File: config.mk
export PLATFORM = sky130hd
export DESIGN_NAME = led_activity_combiner
export DESIGN_NICKNAME = d
export VERILOG_FILES = /design/src/rtl/led_comb_pkg.sv /design/src/rtl/led_ctl_reg.sv /design/src/rtl/led_event_qual.sv /design/src/rtl/led_stretch.sv /design/src/rtl/led_activity_combiner.sv
export SDC_FILE = /design/constraint.sdc
export NUM_CORES = 1
export LEC_CHECK = 0
export BUFFER_PORTS_ARGS = -buffer_cell sky130_fd_sc_hd__clkbuf_2
export CAP_MARGIN = 20
export CORE_MARGIN = 2
export CORE_UTILIZATION = 45
export CTS_BUF_LIST = sky130_fd_sc_hd__clkbuf_8 sky130_fd_sc_hd__clkbuf_16
export DETAILED_ROUTE_END_ITERATION = 7
export PLACE_DENSITY = 0.74
export SKIP_LAST_GASP = 1
export SLEW_MARGIN = 10
export SYNTH_ARGS = -nofsm -noshare
export SYNTH_HDL_FRONTEND = slang
export SYNTH_SLANG_ARGS = --single-unit
File: constraint.sdc
create_clock -name clk -period 3.1 [get_ports clk]
set_input_delay 0.155 -clock clk [delete_from_list [all_inputs] [get_ports clk]]
set_output_delay 0.155 -clock clk [all_outputs]
set_load 0.01 [all_outputs]
File: src/rtl/led_comb_pkg.sv
package led_comb_pkg;
  localparam int REG_W    = 16;
  localparam int B_COL    = 0;
  localparam int B_JAB    = 1;
  localparam int B_RX     = 2;
  localparam int B_POL    = 3;
  localparam int B_TX     = 4;
  localparam int B_QUAL   = 5;
  localparam int B_STR    = 7;
  localparam int B_STAT   = 15;
  localparam logic [REG_W-1:0] WR_MASK   = 16'h00BF;
  localparam logic [REG_W-1:0] RST_VALUE = 16'h0090;

  typedef struct packed {
    logic stretch;
    logic qual;
    logic tx;
    logic pol;
    logic rx;
    logic jab;
    logic col;
  } led_ctl_t;
endpackage

File: src/rtl/led_ctl_reg.sv
module led_ctl_reg
  import led_comb_pkg::*;
(
  input  logic             clk,
  input  logic             rst,
  input  logic             wr_en,
  input  logic [REG_W-1:0] wr_data,
  input  logic             raw_q,
  output led_ctl_t         ctl,
  output logic [REG_W-1:0] rd_data
);
  logic [REG_W-1:0] store_q;

  always_ff @(posedge clk) begin
    if (rst)        store_q <= RST_VALUE;
    else if (wr_en) store_q <= wr_data & WR_MASK;
  end

  always_comb begin
    ctl.stretch = store_q[B_STR];
    ctl.qual    = store_q[B_QUAL];
    ctl.tx      = store_q[B_TX];
    ctl.pol     = store_q[B_POL];
    ctl.rx      = store_q[B_RX];
    ctl.jab     = store_q[B_JAB];
    ctl.col     = store_q[B_COL];
    rd_data         = store_q & WR_MASK;
    rd_data[B_STAT] = raw_q;
  end
endmodule

File: src/rtl/led_event_qual.sv
module led_event_qual
  import led_comb_pkg::*;
#(
  parameter int N_EV = 5
) (
  input  led_ctl_t ctl,
  input  logic     ev_tx,
  input  logic     ev_rx,
  input  logic     ev_rx_addr_hit,
  input  logic     ev_col,
  input  logic     ev_jab,
  input  logic     ev_pol_ok,
  output logic     raw
);
  logic [N_EV-1:0] ev_vec;
  logic [N_EV-1:0] en_vec;
  logic [N_EV-1:0] hit_vec;
  logic            rx_ok;

  assign rx_ok  = ev_rx & (~ctl.qual | ev_rx_addr_hit);
  assign ev_vec = {ev_tx, ev_pol_ok, rx_ok, ev_jab, ev_col};
  assign en_vec = {ctl.tx, ctl.pol, ctl.rx, ctl.jab, ctl.col};

  for (genvar i = 0; i < N_EV; i++) begin : g_gate
    assign hit_vec[i] = ev_vec[i] & en_vec[i];
  end

  assign raw = |hit_vec;
endmodule

File: src/rtl/led_stretch.sv
module led_stretch #(
  parameter int STRETCH_CYCLES = 1 << 20
) (
  input  logic clk,
  input  logic rst,
  input  logic enable,
  input  logic raw,
  output logic led
);
  localparam int CNT_W = $clog2(STRETCH_CYCLES + 1);
  localparam logic [CNT_W-1:0] RELOAD = CNT_W'(STRETCH_CYCLES - 1);

  logic [CNT_W-1:0] cnt_q;

  always_ff @(posedge clk) begin
    if (rst) begin
      cnt_q <= '0;
      led   <= 1'b0;
    end else if (!enable) begin
      cnt_q <= '0;
      led   <= raw;
    end else if (raw) begin
      cnt_q <= RELOAD;
      led   <= 1'b1;
    end else if (cnt_q != '0) begin
      cnt_q <= cnt_q - 1'b1;
      led   <= 1'b1;
    end else begin
      led   <= 1'b0;
    end
  end
endmodule

File: src/rtl/led_activity_combiner.sv
module led_activity_combiner
  import led_comb_pkg::*;
#(
  parameter int STRETCH_CYCLES = 1 << 20
) (
  input  logic        clk,
  input  logic        rst,
  input  logic        wr_en,
  input  logic [15:0] wr_data,
  output logic [15:0] rd_data,
  input  logic        ev_tx,
  input  logic        ev_rx,
  input  logic        ev_rx_addr_hit,
  input  logic        ev_col,
  input  logic        ev_jab,
  input  logic        ev_pol_ok,
  output logic        led
);
  led_ctl_t ctl;
  logic     raw;
  logic     raw_q;

  always_ff @(posedge clk) begin
    if (rst) raw_q <= 1'b0;
    else     raw_q <= raw;
  end

  led_ctl_reg u_reg (
    .clk(clk), .rst(rst), .wr_en(wr_en), .wr_data(wr_data),
    .raw_q(raw_q), .ctl(ctl), .rd_data(rd_data)
  );

  led_event_qual #(.N_EV(5)) u_qual (
    .ctl(ctl), .ev_tx(ev_tx), .ev_rx(ev_rx), .ev_rx_addr_hit(ev_rx_addr_hit),
    .ev_col(ev_col), .ev_jab(ev_jab), .ev_pol_ok(ev_pol_ok), .raw(raw)
  );

  led_stretch #(.STRETCH_CYCLES(STRETCH_CYCLES)) u_str (
    .clk(clk), .rst(rst), .enable(ctl.stretch), .raw(raw), .led(led)
  );
endmodule

==> impl_metrics.py <==
metrics = {
    "drt": {
        "antenna_left": 0,
        "first_iter_violations": 55,
        "detail_route.wirelength_um": 3080,
        "wire_per_inst_um": 12.7,
        "via_per_inst": 5.39,
        "drc": 0,
        "dr.pass1.iters": 4,
        "num_vias": 1304,
    },
    "floorplan": {
        "coreArea_um2": 3100,
        "fp.dieH_um": 61.8,
        "die_area_um2": 3810,
        "io_pins": 42,
        "start_util_pct": 48.4,
        "die_w_um": 61.8,
        "rows": 20,
    },
    "worst_setup_path": {
        "crit_start": "u_str.cnt_q[0]$_SDFFE_PP0P_",
        "cp.arrival_ns": 2.55,
        "crit_path_start_kind": "register",
        "r2r_slack_ns": 0.75,
        "cpPeakStageDelay_ns": 0.50,
        "cp_slowest_cell": "nor3_1",
        "cp_cell_sequence": "inv_1, ha_1, nor4b_2, nand2_1, nor3_1, buf_4, o21ai_0, a31oi_1",
        "regToRegStartpoint": "u_str.cnt_q[0]$_SDFFE_PP0P_",
        "crit_required_ns": 3.30,
        "crit_family": "simple AND/OR/NAND/NOR gates",
        "cp_max_fo": 8,
        "path_depth": 8,
        "worstSetupPathType": "reg -> reg",
        "crit_buf_inv": 2,
        "ff2ff_path_depth": 8,
        "endpoint_kind": "register",
        "reg2reg_to": "u_str.cnt_q[9]$_SDFFE_PP0P_",
        "critPathCapture": "u_str.cnt_q[9]$_SDFFE_PP0P_",
    },
    "logic_synthesis": {
        "synth_compound_area_share_pct": 16.5,
        "ys_ff_latch": 30,
        "synthMuxAreaShare_pct": 4.08,
        "postSynthCellCount": 177,
        "synth_top_family_by_area": "simple AND/OR/NAND/NOR gates",
        "ys_types": 36,
        "synth_xor_area_share_pct": 4.08,
        "yosysMostFrequentCell": "dfxtp_1",
        "ys_warn_count": 0,
        "ys_top_cells_by_area": "dfxtp_1 (40%), a31oi_1 (5.8%), buf_4 (5.0%)",
        "avgSynthCellArea_um2": 8.48,
        "synthFlopType": "dfxtp_1",
        "ys_seq_area_share_pct": 40.0,
        "yosysTopAreaCellShare_pct": 40.0,
        "synth_largest_area_cell": "dfxtp_1",
        "synth_fa_ha_area_share_pct": 0.833,
        "synthTopCellsByCount": "dfxtp_1 (30), a31oi_1 (14), nor2_1 (14)",
        "synth_edf_count": 0,
        "synthSimpleGateAreaFrac_pct": 26.2,
        "syn_area_um2": 1500,
        "async_flop_share_pct": 0,
    },
    "clock_tree": {
        "cts.sink_count": 30,
        "hold_buffers": 0,
        "root_buffer": "clkbuf_8",
        "cts_setup_buffers": 0,
        "worstSkewPairLatency_ns": 0.28,
        "clk_pin_slew_worst_paths_ns": 0.06,
        "cts_resized": 0,
        "ctsHtreeMaxLevel": 2,
        "clk_path_buf_depth": 2,
        "cts_buffers": 5,
        "cts_tree": "done",
    },
    "sta": {
        "slew_headroom_pct": 47.3,
        "min_period_ns": 2.35,
        "fmax_mhz": 425,
        "setup_viol": 0,
        "hold_ws_ns": 0.0782,
        "final_max_slew_viol_count": 0,
        "rsz0062_at_grt": "no",
        "setup_tns_ns": 0,
        "fin_crit_sh_pct": 75.9,
        "clock_skew_ns": 0.00747,
        "hold_violations": 0,
        "worst_pin_slew_ns": 0.790,
    },
    "power_and_ir_drop": {
        "p_sw_share_pct": 27.6,
        "p_leak_nw": 0.693,
        "clockPowerShare_pct": 37.8,
        "pwr-share-seq_pct": 44.0,
        "p_int_mw": 0.763,
        "total_power_mw": 1.05,
        "max-vdd-ir-drop_v": 0.000290,
        "p_sw_mw": 0.290,
        "power-per-cell-area_nw_per_um2": 612,
        "combPwrFrac_pct": 18.2,
    },
    "place": {
        "dp_hpwl_um": 2240,
        "port_buffers": 24,
        "gp_congestion": 0.773,
    },
    "global_route": {
        "grt_max_degree": 24,
        "first_global_vias": 1243,
        "antenna_found_initial": 0,
        "grtUsageTotal_pct": 19.0,
        "grt_remaining_overflow": 0,
        "grt_pass1_wl_um": 5320,
    },
    "cells_and_area": {
        "fillers": 297,
        "num_antenna_cells": 0,
        "final_util_pct": 55.5,
        "drive_gt1_share_pct": 19.7,
        "finalNetCount": 224,
        "area_growth_pct": 14.7,
    },
    "min_path": {
        "hp-class": "in -> reg",
    },
    "job": {
        "cap_violations": 0,
    },
    "outcome": {
        "run_status": "complete, no violations",
    },
}
power groups by stage:
| stage | registers [mW] | clock network [mW] | logic (mW) |
|---|---|---|---|
| finish | 0.463 | 0.398 | 0.192 |
| global route | 0.469 | 0.420 | 0.216 |
| CTS | 0.462 | 0.407 | 0.193 |
| detailed placement | 0.471 | 0 | 0.191 |
| global placement | 0.467 | 0 | 0.185 |
| floorplan | 0.465 | 0 | 0.154 |
stage by stage:
step / std cells / setup slack, ns / instance area, µm²
after detailed placement: 235 / 0.777 / 1610
after floorplan: 184 / 1.20 / 1530
after global placement: 235 / 0.807 / 1610
final: 242 / 0.748 / 1720
after global routing: 242 / 0.483 / 1720
after CTS: 242 / 0.731 / 1720
cells by family (layout without fill, tap and decap cells):
kind of cell             count (synthesis)  count (layout)
AO/OA/AOI/OAI                           41              41
XOR/XNOR                                 7               7
adder cells (fa/ha/maj)                  1               1
buffers and inverters                   22              36
flip-flops                              30              30
multiplexers                             6               6
other                                    1               8
AND/OR/NAND/NOR                         69              69
final cells by class:
cell class / count / area, µm² / share of cell area (%)
clock buffer: 6 / 82.6 / 4.80
clock inverter: 1 / 30.0 / 1.74
inverter: 3 / 11.3 / 0.654
multi-input combinational: 132 / 807 / 46.9
sequential: 30 / 601 / 34.9
tap: 44 / 55.1 / 3.20
timing repair buffer: 26 / 135 / 7.85
flip-flops by register name, summed over array words and instances (netlist names):
name	cells
u_str.cnt_q	21
u_str.led	1
u_reg.store_q	7
raw_q	1
layer usage:
| layer | share of wire (%) | vias to the layer above | global-route usage [%] |
|---|---|---|---|
| met5 | 0 | - | 0 |
| met4 | 1.6 | 0 | 8.21 |
| met3 | 4.1 | 6 | 6.21 |
| met2 | 51 | 25 | 32.6 |
| met1 | 44 | 609 | 21.6 |
| li1 | - | 664 | - |
placed cells by master, fill, tap and decap left out, types with 2 or more instances in the layout:
cell type | synthesis | layout
a2111oi_0 | 2 | 2
a211o_1 | 2 | 2
a21oi_1 | 10 | 10
a22oi_1 | 2 | 2
a31oi_1 | 14 | 14
and2_1 | 2 | 2
buf_4 | 10 | 2
clkbuf_2 | 0 | 24
clkbuf_8 | 0 | 6
conb_1 | 1 | 8
dfxtp_1 | 30 | 30
inv_1 | 3 | 3
mux2i_1 | 5 | 5
nand2_1 | 11 | 11
nand2b_1 | 4 | 4
nand3_1 | 5 | 5
nand3b_1 | 2 | 2
nor2_1 | 14 | 14
nor2b_1 | 2 | 2
nor3_1 | 6 | 6
o21ai_0 | 9 | 9
or2_2 | 2 | 2
or3_1 | 8 | 8
or4_1 | 6 | 6
xnor2_1 | 6 | 6
how the worst min path moves through the flow:
stage,cells after the start,slack (ns),endpoint,from
global placement,2,0.36,u_reg.store_q[7]$_SDFFE_PP1P_,wr_data[7]
CTS,2,0.08,u_reg.store_q[7]$_SDFFE_PP1P_,wr_data[7]
detailed placement,2,0.38,u_reg.store_q[7]$_SDFFE_PP1P_,wr_data[7]
finish,2,0.08,u_reg.store_q[7]$_SDFFE_PP1P_,wr_data[7]
floorplan,1,0.28,u_reg.store_q[7]$_SDFFE_PP1P_,wr_data[7]
global route,2,0.09,u_reg.store_q[7]$_SDFFE_PP1P_,wr_data[7]
Note: power is estimated with default switching activity, not from simulation.
